<file path="src/rtl/pdma_pkg.sv">
package pdma_pkg;

  typedef enum logic [1:0] {
    CYC_RD  = 2'b00,
    CYC_WR  = 2'b01,
    CYC_RMW = 2'b10
  } cyc_e;

  typedef enum logic [2:0] {
    SEL_NONE,
    SEL_WC,
    SEL_BAR,
    SEL_BAE,
    SEL_CSR,
    SEL_BUF
  } regsel_e;

  typedef enum logic [1:0] {
    ST_IDLE,
    ST_WAIT,
    ST_BUS
  } eng_st_e;

  localparam int CSR_GO_BIT  = 0;
  localparam int CSR_IE_BIT  = 6;
  localparam int CSR_RDY_BIT = 7;
  localparam int CSR_ERR_BIT = 15;

endpackage

</file>
<file path="src/rtl/pdma_decode.sv">
module pdma_decode
  import pdma_pkg::*;
#(
  parameter int              ADDR_W = 13,
  parameter logic [ADDR_W-1:0] BASE = 13'h1F08
) (
  input  logic              clk,
  input  logic              rst_n,
  input  logic              acc_sel,
  input  logic [ADDR_W-1:0] acc_addr,
  output regsel_e           sel_o,
  output logic              redir_o
);

  logic       hit;
  logic [1:0] offset;
  logic       redir_q;
  logic       redir_d;

  assign hit    = acc_sel && (acc_addr[ADDR_W-1:3] == BASE[ADDR_W-1:3]) && !acc_addr[0];
  assign offset = acc_addr[2:1];

  always_comb begin
    sel_o = SEL_NONE;
    if (hit) begin
      case (offset)
        2'd0:    sel_o = SEL_WC;
        2'd1:    sel_o = redir_q ? SEL_BAE : SEL_BAR;
        2'd2:    sel_o = SEL_CSR;
        default: sel_o = SEL_BUF;
      endcase
    end
  end

  always_comb begin
    redir_d = redir_q;
    if (hit) begin
      redir_d = (offset == 2'd1) ? !redir_q : 1'b0;
    end
  end

  always_ff @(posedge clk or negedge rst_n) begin
    if (!rst_n) redir_q <= 1'b0;
    else        redir_q <= redir_d;
  end

  assign redir_o = redir_q;

endmodule

</file>
<file path="src/rtl/pdma_engine.sv">
module pdma_engine
  import pdma_pkg::*;
#(
  parameter int WORD_W = 16,
  parameter int DMA_AW = 22
) (
  input  logic                     clk,
  input  logic                     rst_n,
  input  logic                     wr_wc,
  input  logic                     wr_bar,
  input  logic                     wr_bae,
  input  logic                     wr_go,
  input  logic [WORD_W-1:0]        wdata,
  input  logic                     dev_req,
  input  logic [1:0]               dev_cycle,
  input  logic                     dma_ack,
  input  logic                     dma_err,
  output logic [WORD_W-1:0]        wc_o,
  output logic [WORD_W-1:0]        bar_o,
  output logic [DMA_AW-WORD_W-1:0] bae_o,
  output logic                     ready_o,
  output logic                     err_o,
  output logic                     dma_req_o,
  output cyc_e                     dma_cycle_o,
  output logic                     rd_load_o
);

  localparam int EXT_W = DMA_AW - WORD_W;

  eng_st_e            st_q, st_d;
  logic [WORD_W-1:0]  wc_q, wc_d;
  logic [WORD_W-1:0]  bar_q, bar_d;
  logic [EXT_W-1:0]   bae_q, bae_d;
  logic               err_q, err_d;
  cyc_e               cyc_q, cyc_d;
  logic [DMA_AW-1:0]  addr_inc;
  logic               last_word;

  assign addr_inc  = {bae_q, bar_q} + DMA_AW'(2);
  assign last_word = (wc_q == '1);

  always_comb begin
    st_d      = st_q;
    wc_d      = wc_q;
    bar_d     = bar_q;
    bae_d     = bae_q;
    err_d     = err_q;
    cyc_d     = cyc_q;
    rd_load_o = 1'b0;
    case (st_q)
      ST_IDLE: begin
        if (wr_wc)  wc_d  = wdata;
        if (wr_bar) bar_d = wdata;
        if (wr_bae) bae_d = wdata[EXT_W-1:0];
        if (wr_go) begin
          err_d = 1'b0;
          st_d  = ST_WAIT;
        end
      end
      ST_WAIT: begin
        if (dev_req) begin
          cyc_d = cyc_e'(dev_cycle);
          st_d  = ST_BUS;
        end
      end
      ST_BUS: begin
        if (dma_err) begin
          err_d = 1'b1;
          st_d  = ST_IDLE;
        end else if (dma_ack) begin
          {bae_d, bar_d} = addr_inc;
          wc_d           = wc_q + WORD_W'(1);
          rd_load_o      = (cyc_q != CYC_WR);
          st_d           = last_word ? ST_IDLE : ST_WAIT;
        end
      end
      default: st_d = ST_IDLE;
    endcase
  end

  always_ff @(posedge clk or negedge rst_n) begin
    if (!rst_n) begin
      st_q  <= ST_IDLE;
      wc_q  <= '0;
      bar_q <= '0;
      bae_q <= '0;
      err_q <= 1'b0;
      cyc_q <= CYC_RD;
    end else begin
      st_q  <= st_d;
      wc_q  <= wc_d;
      bar_q <= bar_d;
      bae_q <= bae_d;
      err_q <= err_d;
      cyc_q <= cyc_d;
    end
  end

  assign wc_o        = wc_q;
  assign bar_o       = bar_q;
  assign bae_o       = bae_q;
  assign err_o       = err_q;
  assign ready_o     = (st_q == ST_IDLE);
  assign dma_req_o   = (st_q == ST_BUS);
  assign dma_cycle_o = cyc_q;

endmodule

</file>
<file path="src/rtl/pdma_regif.sv">
module pdma_regif
  import pdma_pkg::*;
#(
  parameter int                ADDR_W = 13,
  parameter logic [ADDR_W-1:0] BASE   = 13'h1F08,
  parameter int                WORD_W = 16,
  parameter int                DMA_AW = 22
) (
  input  logic              clk,
  input  logic              rst_n,
  input  logic              acc_sel,
  input  logic              acc_wr,
  input  logic [ADDR_W-1:0] acc_addr,
  input  logic [WORD_W-1:0] acc_wdata,
  output logic [WORD_W-1:0] acc_rdata,
  input  logic              dev_req,
  input  logic [1:0]        dev_cycle,
  input  logic              dev_in_load,
  input  logic [WORD_W-1:0] dev_in_data,
  output logic [WORD_W-1:0] dev_out_data,
  output logic              dma_req,
  output logic [1:0]        dma_cycle,
  output logic [DMA_AW-1:0] dma_addr,
  output logic [WORD_W-1:0] dma_wdata,
  input  logic [WORD_W-1:0] dma_rdata,
  input  logic              dma_ack,
  input  logic              dma_err,
  output logic              irq
);

  localparam int EXT_W = DMA_AW - WORD_W;

  logic [1:0]        rst_pipe_q;
  logic              rst_sync_n;
  regsel_e           reg_sel;
  logic              redir_q;
  logic              wr_wc, wr_bar, wr_bae, wr_csr, wr_buf, wr_go;
  logic [WORD_W-1:0] wc_q, bar_q;
  logic [EXT_W-1:0]  bae_q;
  logic              eng_ready, eng_err, rd_load;
  cyc_e              eng_cycle;
  logic              ie_q, ie_d;
  logic [WORD_W-1:0] inbuf_q, inbuf_d;
  logic [WORD_W-1:0] outbuf_q, outbuf_d;
  logic [WORD_W-1:0] csr_val;

  always_ff @(posedge clk or negedge rst_n) begin
    if (!rst_n) rst_pipe_q <= 2'b00;
    else        rst_pipe_q <= {rst_pipe_q[0], 1'b1};
  end
  assign rst_sync_n = rst_pipe_q[1];

  pdma_decode #(.ADDR_W(ADDR_W), .BASE(BASE)) decode_i (
    .clk      (clk),
    .rst_n    (rst_sync_n),
    .acc_sel  (acc_sel),
    .acc_addr (acc_addr),
    .sel_o    (reg_sel),
    .redir_o  (redir_q)
  );

  assign wr_wc  = acc_wr && (reg_sel == SEL_WC);
  assign wr_bar = acc_wr && (reg_sel == SEL_BAR);
  assign wr_bae = acc_wr && (reg_sel == SEL_BAE);
  assign wr_csr = acc_wr && (reg_sel == SEL_CSR);
  assign wr_buf = acc_wr && (reg_sel == SEL_BUF);
  assign wr_go  = wr_csr && acc_wdata[CSR_GO_BIT];

  pdma_engine #(.WORD_W(WORD_W), .DMA_AW(DMA_AW)) engine_i (
    .clk         (clk),
    .rst_n       (rst_sync_n),
    .wr_wc       (wr_wc),
    .wr_bar      (wr_bar),
    .wr_bae      (wr_bae),
    .wr_go       (wr_go),
    .wdata       (acc_wdata),
    .dev_req     (dev_req),
    .dev_cycle   (dev_cycle),
    .dma_ack     (dma_ack),
    .dma_err     (dma_err),
    .wc_o        (wc_q),
    .bar_o       (bar_q),
    .bae_o       (bae_q),
    .ready_o     (eng_ready),
    .err_o       (eng_err),
    .dma_req_o   (dma_req),
    .dma_cycle_o (eng_cycle),
    .rd_load_o   (rd_load)
  );

  always_comb begin
    ie_d     = wr_csr ? acc_wdata[CSR_IE_BIT] : ie_q;
    inbuf_d  = dev_in_load ? dev_in_data : inbuf_q;
    outbuf_d = outbuf_q;
    if (rd_load)     outbuf_d = dma_rdata;
    else if (wr_buf) outbuf_d = acc_wdata;
  end

  always_ff @(posedge clk or negedge rst_sync_n) begin
    if (!rst_sync_n) begin
      ie_q     <= 1'b0;
      inbuf_q  <= '0;
      outbuf_q <= '0;
    end else begin
      ie_q     <= ie_d;
      inbuf_q  <= inbuf_d;
      outbuf_q <= outbuf_d;
    end
  end

  always_comb begin
    csr_val              = '0;
    csr_val[CSR_IE_BIT]  = ie_q;
    csr_val[CSR_RDY_BIT] = eng_ready;
    csr_val[CSR_ERR_BIT] = eng_err;
  end

  always_comb begin
    case (reg_sel)
      SEL_WC:  acc_rdata = wc_q;
      SEL_BAR: acc_rdata = bar_q;
      SEL_BAE: acc_rdata = {{(WORD_W-EXT_W){1'b0}}, bae_q};
      SEL_CSR: acc_rdata = csr_val;
      SEL_BUF: acc_rdata = inbuf_q;
      default: acc_rdata = '0;
    endcase
  end

  assign dev_out_data = outbuf_q;
  assign dma_addr     = {bae_q, bar_q};
  assign dma_wdata    = inbuf_q;
  assign dma_cycle    = eng_cycle;
  assign irq          = ie_q && eng_ready;

endmodule

</file>
<file path="config.mk">
export PLATFORM = sky130hd
export DESIGN_NAME = pdma_regif
export DESIGN_NICKNAME = d
export VERILOG_FILES = /design/src/rtl/pdma_pkg.sv /design/src/rtl/pdma_decode.sv /design/src/rtl/pdma_engine.sv /design/src/rtl/pdma_regif.sv
export SDC_FILE = /design/constraint.sdc
export NUM_CORES = 1
export LEC_CHECK = 0
export ABC_AREA = 1
export BUFFER_PORTS_ARGS = -buffer_cell sky130_fd_sc_hd__buf_2
export CORE_ASPECT_RATIO = 0.6
export CORE_MARGIN = 2
export CORE_UTILIZATION = 30
export DETAILED_ROUTE_END_ITERATION = 16
export GPL_TIMING_DRIVEN = 0
export PLACE_DENSITY_LB_ADDON = 0.12
export SYNTH_ARGS = -nofsm -noshare
export SYNTH_HDL_FRONTEND = slang
export SYNTH_HIERARCHICAL = 1
export SYNTH_SLANG_ARGS = --single-unit
</file>
<file path="constraint.sdc">
create_clock -name clk -period 5.5 [get_ports clk]
set_input_delay 0.55 -clock clk [delete_from_list [all_inputs] [get_ports clk]]
set_output_delay 0.55 -clock clk [all_outputs]
set_load 0.05 [all_outputs]
</file>
Yosys cells after proc, flatten, opt, wreduce, memory -nomap -nowiden
Cells that the tools add are included.
Storage, ports and cells
  flip-flop bits (word level): 79
  bits in latches: 0
  memory bits (writable): 0
  bits in read-only memories: 0
  bits of input ports: 71
  output and inout port bits: 74
  logic and storage cells: 86
  memories: 0
Cells by class
  $add $sub $neg: 2
  multiply operators: 0
  divide/modulo/power cells: 0
  $lt $le $gt $ge: 0
  equal/unequal tests: 21
  shift operators: 0
  muxes and demuxes: 31
  bitwise gates (word level): 0
  reductions and logical operators: 21
Operators with widths (number)
  $mux W16: 8
  $pmux W16 S5: 1
  $pmux W16 S2: 2
  $add A22 B2 Y22 const B: 1
  $mux W6: 3
  $add A16 B1 Y16 const B: 1
  $eq A16 B16 Y1 const B: 1
  $ne A2 B1 Y1 const B: 7
  $pmux W6 S2: 1
  $reduce_and A4 Y1: 3
  $eq A10 B10 Y1 const B: 1
  $logic_and A1 B1 Y1: 9
  $pmux W3 S3: 1
  $mux W1: 8
  $mux W2: 4
  $eq A3 B2 Y1 const B: 2
  $eq A3 B3 Y1 const B: 2
  $pmux W2 S3: 1
  $reduce_and A3 Y1: 2
  $eq A2 B1 Y1 const B: 2
  $eq A2 B2 Y1 const B: 2
  $logic_not A2 Y1: 2
  $ne A2 B2 Y1 const B: 2
  $reduce_bool A2 Y1: 2
  other kinds (6): 7

Logic depth before layout (Yosys ltp)
Gate-level depths: netlist of run 1.
  word-level depth: 9
  gate-level depth with buffers: 16
  gate-level depth less buffers: 15

Cells and area by module
The synthesis of run 1 kept the hierarchy.
Modules (own cells, without submodules)
  pdma_engine: instances 1, cells an instance 436, area an instance 2902.8 sq um, sequential area each 1076.0 sq um
  pdma_regif: instances 1, cells an instance 311, area an instance 2229.6 sq um, sequential area each 875.8 sq um
  pdma_decode: instances 1, cells an instance 40, area an instance 212.7 sq um, sequential area each 25.0 sq um

Worst setup path before layout of run 1
Ideal clock, no wire load.
  path kind: input port to output port
  from: input port acc_addr[7]
  to: output port acc_rdata[14]
  arrival: 1.973 ns
  data required time: 4.950 ns
  path slack: 2.977 ns
  cell stages on the path: 10
  path buffers: 1
  cells stage by stage: inv_1 nand2_1 nor2_2 nand3_2 nor3_2 buf_6 nand3_4 inv_2 nand2_1 nand3_1
Between the ends
  word-level cells in the longest chain between the ends: 6
  elaborated cells between the ends (all ways): 10
  those cells by class: eq/ne: 6; mux: 2; reduce/logical: 2
Ends and longest elaborated chain
  start, declared: line pdma_regif.sv:13  | input logic [ADDR_W-1:0] acc_addr,
  $eq A10 B10 Y1 *: line pdma_decode.sv:20  | assign hit = acc_sel && (acc_addr[ADDR_W-1:3] == BASE[ADDR_W-1:3]) && !acc_addr[0];
  $logic_and A1 B1 Y1 * (2 in series): line pdma_decode.sv:20
  $mux W3 *: line pdma_decode.sv:25  | if (hit) begin
  named net reg_sel[0]: line pdma_regif.sv:35  | regsel_e reg_sel;
  $eq A3 B3 Y1 (tied with other cells): line pdma_regif.sv:119  | case (reg_sel)
  $pmux W16 S5 *: line pdma_regif.sv:119
  end, declared: line pdma_regif.sv:15  | output logic [WORD_W-1:0] acc_rdata,
The timed path passes the listed nets; every way through them passes the cells marked *.

Final worst setup path of run 1
  from: input port acc_addr[4]
  to: output port acc_rdata[10]
The elaborated chain is that of the path after synthesis.

==> results by group, run 1 <==
Clock network
  – H-tree levels: 3
  – CTS tree: built
  – Clk buf depth: 2
  – Buffers inserted by post-CTS timing repair: 0
  – Hold_buf cts: 1
  – Root Driver: clkbuf_16
  – Clk_lat worst skew: about 350 ps
  – Post-cts resize count: 0
  – TritonCTS Buffers: 9
  – CTS sink count: 79
  – Clock Pin Slew Worst Setup and Hold Paths: 70 ps

Pwr
  – Lkg Pwr: 3.593 nW
  – Pwr per Cell Area: approximately 500 nW/µm²
  – Comb power frac: 47.7%
  – Maximum VDD drop: 0.1877 mV
  – Tot Pwr: 0.003340 W
  – Switching share of power: 52.28%
  – Internal: 0.001594 W
  – Seq pwr share: between 30% and 40%
  – Net switching power: about 0.0017 W
  – Share of power burned in the clock network: a little under a fifth

STA
  – Final-report max-slew violation count: 0
  – Final Hold Viols: 0
  – Fin crit share: 54.23%
  – Post-Route Skew: approximately 10 ps
  – Setup violations, final: 0
  – Worst Tran Pin Value: approximately 760 ps
  – Max_slew headroom: 49.12%
  – RSZ-0062 raised after global routing: no
  – F_max: 335.3 MHz
  – Post-layout min period: 2983 ps
  – TNS Setup: 0 ps

Synthesis
  – Top-count cell post-synth: nand2_1
  – Synth Flop Type: dfrtp_1
  – Post-synth top area cell: dfrtp_1
  – Yosys top cell area share: about 37%
  – Post-Syn Instances: 787
  – Syn_nets: 860
  – Yosys cell types: 41
  – Seq/Total Area, Yosys: 36.99%
  – Post-synth top cells: nand2_1 (233), nor2_1 (108), inv_1 (105)
  – YS warnings: 6
  – Area contributors post-synth: dfrtp_1 (37%), nand2_1 (16%), nor2_1 (7.6%)
  – Syn avg cell area: around 6.8 µm²
  – Synth Register Bits: between 70 and 80
  – Post-Syn Area: about 5300 µm²
  – Post-synth EDFFs: 0
  – Post-synth ARST share: 100.0%

Detailed routing
  – Router iterations before antenna repair: 5
  – Post-route ant nets: 0
  – Residual DRC: 0
  – Via-per-instance ratio: ~4.7
  – Drt total wl: 18900 µm
  – DR vias: around 5600
  – WL/cell: 15.97 µm
  – Detailed Route Iter0 Violations: ~510

Layout
  – Area growth syn-to-layout: 25.49%
  – Fraction of layout cells with a size suffix above 1: 25.29%
  – Diodes inserted: 0
  – Final #Nets: around 1000

Floorplan
  – Num rows: 37
  – Core box area: roughly 17000 µm²
  – Starting Density: 30.95%
  – I/O pins: 145
  – DIE WIDTH: between 150 and 200 µm
  – Die Y: roughly 110 µm
  – Die area: about 19000 µm²

GRT
  – Initial antenna violation count: 0
  – All-Layer GR Usage: between 20% and 30%
  – Largest net degree at the start of global routing: between 50 and 60
  – Global-route wire length before repair: 29580 µm
  – Number of global-route vias before repair: about 5100
  – Remaining Overflow, GRT: 0

Placed design
  – Placer Congestion: 0.9060
  – Post-DP HPWL: ~15000 µm
  – Port Buf Inserts: roughly 140

Setup path
  – Critical path type: input port to primary output
  – Crit start category: input port
  – Crit path cell chain: buf_2 -> inv_1 -> nand2_1 -> nor2_2 -> nand3_2 -> nor3_2 -> inv_2 -> nand3_2 -> inv_1 -> nand2_1 -> nand3_1 -> buf_2
  – CP arrival: roughly 2400 ps
  – CP required: slightly below 5000 ps
  – Peak per-stage delay on the critical path: 340 ps
  – CP Max Fanout: 9
  – CP endpoint kind: primary output
  – CP max stage cell: nor3_2

Hold path
  – Min-Delay Path Class: flip-flop to async pin

Run status
  – Status: finished, final reports clean

Job
  – MaxCap Viol Count: 0
[path summary, 6_finish.rpt]
kind / start / end / slack (ps) / cells past startpoint
max in group asynchronous: rst_pipe_q[1]$_DFF_PN0_ / dma_wdata[3]$_DFFE_PN0P_ / 4630 / 1
worst max-delay path: acc_addr[4] / acc_rdata[10] / 2520 / 12
worst min-delay path: rst_pipe_q[1]$_DFF_PN0_ / engine_i/bar_o[12]$_DFFE_PN0P_ / 250 / 0
worst min register to register: rst_pipe_q[1]$_DFF_PN0_ / engine_i/bar_o[12]$_DFFE_PN0P_ / 250 / 0
worst max register to register: engine_i/st_q[1]$_DFFE_PN0P_ / dev_out_data[7]$_DFFE_PN0P_ / 2660 / 9
min in group clk: rst_pipe_q[0]$_DFF_PN0_ / rst_pipe_q[1]$_DFF_PN0_ / 350 / 0
[cells by family (layout without fill, tap and decap cells)]
group	count (synthesis)	in the layout	synth area share, %
flip-flops	79	79	36.99
adder cells (fa/ha/maj)	2	2	0.4681
AO/OA/AOI/OAI	84	84	9.083
other	1	1	0.07016
AND/OR/NAND/NOR	466	466	38.83
multiplexers	12	12	2.528
buffers and inverters	141	303	11.70
XOR/XNOR	2	2	0.3278
[cell usage in the layout, fill, tap and decap left out, types with 3 or more instances in the layout]
cell type / instances
o21ai_1: 7
buf_4: 5
nor2_2: 12
buf_2: 154
a21oi_1: 29
nand4_1: 29
o21bai_1: 6
mux2_2: 12
nand3_2: 3
nand3_1: 65
inv_1: 105
buf_6: 7
o21ai_0: 27
nand2_1: 233
dfrtp_1: 78
nand2_4: 4
inv_2: 6
nor2_1: 108
a31oi_1: 8
clkbuf_1: 4
inv_4: 3
clkbuf_16: 9
[stage by stage]
stage	worst slack [ps]	instances	hold WS, ps	utilization [%]	area [µm²]
after floorplan	2977	787	254.4	-	5345
final	2517	1183	249.1	38.85	6708
after global routing	2295	1183	280.6	38.85	6708
after CTS	2524	1183	266.3	38.85	6708
after global placement	1805	1165	333.2	36.82	6359
after detailed placement	2538	1166	262.2	37.00	6390
[cell type report]
cell class | count | area (µm²)
Multi-Input combinational cell | 567 | 2743
Clock buffer | 10 | 239.0
Clock inverter | 6 | 68.82
Buffer | 26 | 181.4
Timing Repair Buffer | 146 | 758.2
Inverter | 115 | 444.2
Fill cell | 1934 | 10560
Sequential cell | 79 | 1981
Tap cell | 234 | 292.8
[flip-flops by register name, indices dropped and copies added (netlist names), 2 cells and up]
register,flops
engine_i/dma_cycle_o,2
dev_out_data,16
dma_wdata,16
rst_pipe_q,2
engine_i/bae_o,6
engine_i/wc_o,16
engine_i/st_q,2
engine_i/bar_o,16
[power by group through the flow]
stage               Combinational, W  Sequential (W)  Clock (W)
global placement             0.00157         0.00112          0
finish                       0.00159         0.00111   0.000636
detailed placement           0.00158         0.00111          0
global route                 0.00175         0.00115   0.000674
CTS                          0.00159         0.00110   0.000657
floorplan                   0.000707         0.00150          0
[per-layer routing]
| metal | up-vias | GRT usage, % | wire length, µm |
|---|---|---|---|
| li1 | 2815 | - | - |
| met1 | 2585 | 32.89 | 10020 |
| met2 | 194 | 28.29 | 7445 |
| met3 | 5 | 3.849 | 1369 |
| met4 | 0 | 3.070 | 65 |
| met5 | - | 0 | 0 |
[worst max-delay path, delay by kind of cell]
family                 cells  cell delay (ps)
buffers and inverters      5              690
and+or+nand+nor            7             1190
(Power assumes the default switching activity.)
==> run 2, diff against run 1 <==
- ABC_AREA: 1 -> 0
- clock period: 5.5 -> 2.6 ns (I/O delays scaled with it)
==> run 2 against run 1 <==
  * First-iteration DRC count is 15% lower
  * Combinational power decreased by 70%
  * Clock power grew 100%
  * Register-to-register slack lost 2400 ps
  * Global-route usage increased by 1.6 points
  * Final cell count is 25% lower
  * Critical path depth decreased by 2
  * Die area down 13%
  * Critical path type unchanged
==> results by group, run 2 <==
Synthesis
  – Post-synth ARST share: 100.0% (unchanged)
  – YS warnings: 6 (unchanged)
  – Syn_nets: 588 (-32%)
  – Yosys top cell area share: 42.88% (+5.9 points)
  – Post-synth top area cell: dfrtp_1
  – Synth Register Bits: 79 (unchanged)
  – Area contributors post-synth: dfrtp_1 (43%), mux2i_1 (6.3%), a21oi_1 (5.8%)
  – Post-Syn Instances: 515 (-35%)
  – Post-synth top cells: dfrtp_1 (79), nand2_1 (68), a21oi_1 (53)
  – Post-Syn Area: 4611 µm² (-14%)
  – Yosys cell types: 58 (+41%)
  – Syn avg cell area: 8.953 µm² (+32%)
  – Synth Flop Type: dfrtp_1
  – Post-synth EDFFs: 0 (unchanged)
  – Top-count cell post-synth: dfrtp_1
  – Seq/Total Area, Yosys: 42.88% (+5.9 points)

STA
  – F_max: between 300 and 400 MHz
  – Final-report max-slew violation count: 0 (unchanged)
  – Worst Tran Pin Value: 1059 ps (+295.8 ps)
  – PnR worst setup slack: 78.31 ps (-2439 ps)
  – Post-Route Skew: 11.22 ps (+0.9962 ps)
  – Fin crit share: a little over nine tenths
  – Setup violations, final: 0 (unchanged)
  – Final Hold Viols: 0 (unchanged)
  – Post-layout min period: about 2500 ps
  – Max_slew headroom: 28.86% (-20 points)

Setup path
  – CP arrival: 2260 ps (-170 ps)
  – Peak per-stage delay on the critical path: 280 ps (-60 ps)
  – CP Max Fanout: 10 (+1)
  – CP required: 2340 ps (-2610 ps)
  – Crit start category: input port
  – Crit path cell chain: buf_2 -> nor4b_4 -> and3_4 -> and2_2 -> buf_2 -> and3b_1 -> buf_4 -> nand2_1 -> o211ai_1 -> buf_4
  – Family with the most delay on the worst path: simple AND/OR/NAND/NOR gates
  – Crit path launch: acc_addr[6]
  – CP max stage cell: nor4b_4
  – CP endpoint kind: primary output
  – CP bufs+invs: 4 (-1)
  – Reg2reg start: decode_i/redir_o$_DFFE_PN0P_
  – Critical path type: input port to primary output

Layout
  – Fillers: 1548 (-20%)
  – Final Non-Filler Cells: 886 (-25%)
  – Area growth syn-to-layout: 32.51%
  – Most used cells in the layout excluding fill and tap cells: buf_2 (149), dfrtp_1 (78), nand2_1 (66), a21oi_1 (51), o21ai_0 (38)
  – Final #Nets: 751 (-26%)
  – Most common cell after layout, fill and taps aside: buf_2
  – Register area: 1981 µm² (unchanged)
  – Fraction of layout cells with a size suffix above 1: 34.55% (+9.3 points)
  – Multi-input logic area: 2510 µm² (-8.5%)
  – Diodes inserted: 0 (unchanged)

Detailed routing
  – Detailed Route Iter0 Violations: 432 (-15%)
  – DR vias: 4780 (-15%)
  – Post-route ant nets: 0 (unchanged)
  – Router iterations before antenna repair: 5 (unchanged)
  – Residual DRC: 0 (unchanged)
  – WL/cell: 19.71 µm (+23%)
  – Via-per-instance ratio: 5.395 (+14%)
  – Drt total wl: 17470 µm (-7.6%)

Hold path
  – Worst hold path startpoint: dma_rdata[4]
  – Min-Delay Path Class: input port to flip-flop

Job
  – MaxCap Viol Count: 0 (unchanged)

GRT
  – Initial antenna violation count: 0 (unchanged)
  – Number of global-route vias before repair: 4569 (-11%)
  – Largest net degree at the start of global routing: 58 (+3.6%)
  – Global-route wire length before repair: 27140 µm (-8.2%)
  – All-Layer GR Usage: 22.13% (+1.6 points)
  – Remaining Overflow, GRT: 0 (unchanged)

Placed design
  – Dpl ws: -896.4 ps (-3435 ps)
  – Post-DP HPWL: 13440 µm (-9.7%)
  – Placed Cells incl. Taps: 862 (-26%)
  – Port Buf Inserts: 143 (-0.69%)
  – Placer Congestion: 0.8775 (-3.1%)

Floorplan
  – Die Y: 100.0 µm (-6.9%)
  – Starting Density: 30.34% (-0.61 points)
  – Core box area: 15200 µm² (-12%)
  – Die area: 16410 µm² (-13%)
  – DIE WIDTH: 164.0 µm (-7.0%)
  – Num rows: 35 (-5.4%)
  – I/O pins: 145 (unchanged)

Clock network
  – Root Driver: clkbuf_16
  – CTS sink count: 79 (unchanged)
  – Clock Pin Slew Worst Setup and Hold Paths: 70 ps (about the same)
  – H-tree levels: 3 (unchanged)
  – CTS tree: built
  – Clk_lat worst skew: 340 ps (about the same)
  – TritonCTS Buffers: 9 (unchanged)
  – Clk buf depth: 2 (unchanged)

Pwr
  – Pwr per Cell Area: 516.1 nW/µm² (+3.7%)
  – Lkg Pwr: 2.905 nW (-19%)
  – Maximum VDD drop: 0.2569 mV (+37%)

Run status
  – Status: finished, final reports clean
run 2: cell types whose count changed after synthesis, sizes merged, moves of 9 or more:
cell,change
a21oi,+22
a22oi,+13
buf,-9
clkbuf,+15
inv,-104
mux2,+9
mux2i,+29
nand2,-170
nand3,-48
nand4,-23
nor2,-95
o21ai,+21
o22ai,+17
run 2: area by class of cell:
| type | instances | share of cell area, % |
|---|---|---|
| clock buffers | 11 | 3.809 |
| flip-flops and latches | 79 | 32.42 |
| well taps | 203 | 4.157 |
| repair buffers | 153 | 13.43 |
| inverters | 11 | 0.6758 |
| clock inverters | 5 | 0.9625 |
| multi-input cells | 393 | 41.08 |
| plain buffers | 31 | 3.461 |
run 2: logic make-up (layout without fill, tap and decap cells):
group           Yosys count  after routing  synth area share, %
mux                      50             50                11.51
other cells               1              1              0.08133
compound gates          169            169                21.63
fa+ha+maj                 2              2               0.5427
buf+inv                  43            211                4.532
flops                    79             79                42.88
simple gates            171            171                18.83
run 2: worst min-delay path, cell delays in order:
cell and delay (ps):
buf_2 70, nand2_1 40, o21ai_0 50
run 2: layer usage:
layer / part of all wire (%) / vias to the layer above / track usage, % / wire length [µm]
met1: 51 / 2316 / 34.48 / 8825
met4: 0.86 / 0 / 4.858 / 151
met2: 39 / 223 / 30.09 / 6838
met3: 9.4 / 11 / 5.826 / 1650
met5: 0 / - / 0 / 0
li1: - / 2230 / - / -
run 2: timing repair:
action	in CTS	in global routing
hold buffers	1	0
setup endpoints to repair	61	50
pin swaps	2	3
resized for setup	17	23
endpoints found under the hold margin	2	0
buffers inserted	1	7
run 2: report_power, final:
group	internal [W]	switching [W]
registers	0.00130	0.000103
logic	0.000149	0.000322
clock network	0.000747	0.000530
total	0.00220	0.000955
run 2: final timing paths:
check,end,slack (ps),depth (start not counted)
min in group asynchronous,dma_wdata[11]$_DFFE_PN0P_,220,0
min reg2reg,dma_wdata[11]$_DFFE_PN0P_,220,0
max in group asynchronous,dma_wdata[4]$_DFFE_PN0P_,1750,1
max,acc_rdata[0],80,10
min,dev_out_data[4]$_DFFE_PN0P_,120,3
max reg2reg,engine_i/bae_o[4]$_DFFE_PN0P_,230,9
run 2: stage by stage:
stage	total power, W	util, %	hold WS, ps	TNS [ps]	cell area [µm²]
after floorplan	0.001701	-	-35.59	0	4644
after global placement	0.001883	36.95	46.98	-101170	5614
after detailed placement	0.001894	37.15	47.84	-28760	5645
after CTS	0.003189	39.65	113.9	0	6025
after global routing	0.003300	40.21	127.2	-95.65	6110
final	0.003153	40.21	121.0	0	6110
==> run 3, diff against run 2 <==
- CORE_MARGIN: 2 -> 8
- clock period: 2.6 -> 2.75 ns (I/O delays scaled with it)
==> run 3 against run 2 <==
  * Die area increased by 20%
  * Design area fell by 0.51%
  * Final cell count shrank 0.34%
  * Non-clock buffer count is 3 lower
  * Global-route usage down 3.7 points
  * Utilization shrank 0.21 points
  * First-iteration DRC count rose by 10%
  * Largest power group unchanged
==> results by group, run 3 (synthesis results as in run 2) <==
GRT
  – Met1 Use GR: 27.52% (-7.0 points)
  – GRT busiest layer: met1
  – All-Layer GR Usage: 18.41% (-3.7 points)
  – Remaining Overflow, GRT: 0 (unchanged)
  – Largest net degree at the start of global routing: 43 (-26%)
  – M3 GR Usage: 5.833% (+0.0066 points)
  – Number of global-route vias before repair: 4854 (+6.2%)
  – Initial antenna violation count: 0 (unchanged)
  – Global-route wire length before repair: 28520 µm (+5.1%)
  – Met2 usage: 24.99% (-5.1 points)

Pwr
  – Switching share of power: 30.20% (-0.083 points)
  – Internal: 0.002133 W (-3.0%)
  – Lkg Pwr: 2.879 nW (-0.89%)
  – Net switching power: 0.0009230 W (-3.4%)
  – Tot Pwr: 0.003056 W (-3.1%)
  – Maximum VDD drop: 0.2137 mV (-17%)
  – Seq pwr share: 43.6% (-1.0 points)
  – Pwr per Cell Area: 502.7 nW/µm² (-2.6%)
  – Share of power burned in the clock network: 42.0% (+1.5 points)
  – Comb power frac: 14.4% (-0.5 points)

Placed design
  – Port Buf Inserts: 143 (unchanged)
  – Placer Congestion: 0.9203 (+4.9%)
  – Placed Cells incl. Taps: 862 (unchanged)
  – Post-DP HPWL: 14430 µm (+7.3%)
  – Dpl ws: -1212 ps (-315.6 ps)

STA
  – Worst hold slack: 142.4 ps (+21.40 ps)
  – Post-Route Skew: 7.111 ps (-4.113 ps)
  – Max_slew headroom: 15.38% (-13 points)
  – Final Hold Viols: 0 (unchanged)
  – Fin crit share: a little over nine tenths
  – PnR worst setup slack: 87.98 ps (+9.676 ps)
  – Post-layout min period: around 2700 ps
  – Setup violations, final: 0 (unchanged)
  – F_max: 375.7 MHz
  – Final-report max-slew violation count: 0 (unchanged)
  – Worst Tran Pin Value: 1260 ps (+200.6 ps)

Floorplan
  – Num rows: 35 (unchanged)
  – I/O pins: 145 (unchanged)
  – Starting Density: 30.34% (unchanged)
  – Die Y: 112.0 µm (+12%)
  – Die area: 19720 µm² (+20%)
  – DIE WIDTH: 176.0 µm (+7.3%)
  – Core box area: 15200 µm² (unchanged)

Run status
  – Status: finished, final reports clean

Layout
  – Final #Nets: 748 (-0.40%)
  – Fraction of layout cells with a size suffix above 1: 33.38% (-1.2 points)
  – Most common cell after layout, fill and taps aside: buf_2
  – Diodes inserted: 0 (unchanged)
  – Most used cells in the layout excluding fill and tap cells: buf_2 (150), dfrtp_1 (78), nand2_1 (67), a21oi_1 (51), o21ai_0 (38)
  – Area growth syn-to-layout: 31.83%
  – Final Non-Filler Cells: 883 (-0.34%)
  – Fin util: 40.00% (-0.21 points)

Detailed routing
  – Via-per-instance ratio: 5.518 (+2.3%)
  – Detailed Route Iter0 Violations: 475 (+10%)
  – Post-route ant nets: 0 (unchanged)
  – Router iterations before antenna repair: 5 (unchanged)
  – WL/cell: 20.75 µm (+5.3%)
  – Residual DRC: 0 (unchanged)
  – DR vias: 4872 (+1.9%)
  – Drt total wl: 18320 µm (+4.9%)

Hold path
  – Min-Delay Path Class: input port to flip-flop

Clock network
  – H-tree levels: 3 (unchanged)
  – Root Driver: clkbuf_16
  – TritonCTS Buffers: 9 (unchanged)
  – Clock Pin Slew Worst Setup and Hold Paths: 60 ps (about the same)
  – Clk_lat worst skew: 340 ps (about the same)
  – CTS tree: built
  – CTS sink count: 79 (unchanged)
  – Clk buf depth: 2 (unchanged)

Job
  – MaxCap Viol Count: 0 (unchanged)

Setup path
  – Critical path type: flip-flop to primary output
  – CP Max Fanout: 10 (unchanged)
  – Crit start category: flip-flop
  – CP required: 2480 ps (+140 ps)
  – CP endpoint kind: primary output
  – CP arrival: 2390 ps (+130 ps)
==> run 3: cell count changes in the layout (fill, tap and decap cells not counted), sizes merged <==
cell      before  now
buf          169  164
clkbuf        25   27
inv           12   13
clkinvlp       2    1
==> run 3: path summary, 6_finish.rpt <==
path                       slack, ps                    startpoint                             endpoint  cells after the start
hold / removal                   140                dev_in_data[3]             dma_wdata[3]$_DFFE_PN0P_                      3
setup reg to reg                 170  engine_i/st_q[0]$_DFFE_PN0P_         dev_out_data[15]$_DFFE_PN0P_                      9
max in group asynchronous       1820       rst_pipe_q[1]$_DFF_PN0_             dma_wdata[9]$_DFFE_PN0P_                      1
min in group asynchronous        230                         rst_n              rst_pipe_q[1]$_DFF_PN0_                      2
hold reg to reg                  320       rst_pipe_q[1]$_DFF_PN0_  engine_i/dma_cycle_o[1]$_DFFE_PN0P_                      0
setup / recovery                  90  engine_i/st_q[0]$_DFFE_PN0P_                              dma_req                      5
==> run 3: repair_timing <==
item	in CTS	in global routing
endpoints found under the hold margin	2	0
hold buffers	1	0
setup endpoints to repair	64	37
pin swaps	0	2
resized for setup	18	10
buffers inserted	0	4
==> run 3: metal layers <==
layer  routed length (µm)  part of all wire (%)
met1                 8979                    49
met4                  134                  0.73
met3                 1949                    11
met5                    0                     0
met2                 7258                    40
==> run 3: area by class of cell <==
class	instances	area, µm²
inverter	11	41.29
multi-input combinational	393	2500
sequential	79	1981
tap	203	254.0
buffer	32	200.2
fill	1580	9117
timing repair buffer	149	785.8
clock inverter	5	63.81
clock buffer	11	252.7
==> run 3: worst max-delay path, stage by stage (launching register included) <==
cell      delay [ps]
dfrtp_1          390
nand2b_1         180
clkbuf_1         300
inv_2            280
clkbuf_1         510
buf_2            390
==> run 3: metrics by stage <==
stage               cell area (µm²)  setup TNS, ps
floorplan                      4636              0
global placement               5605        -106020
detailed placement             5637         -39640
CTS                            6025         -1.362
global route                   6078         -125.7
finish                         6078              0
==> run 3: power by group through the flow <==
stage	clock (W)	sequential, W	combinational, W
after floorplan	0	0.00151	0.0000984
after global routing	0.00136	0.00134	0.000473
after CTS	0.00132	0.00133	0.000444
after detailed placement	0	0.00135	0.000440
after global placement	0	0.00136	0.000421
final	0.00128	0.00133	0.000440
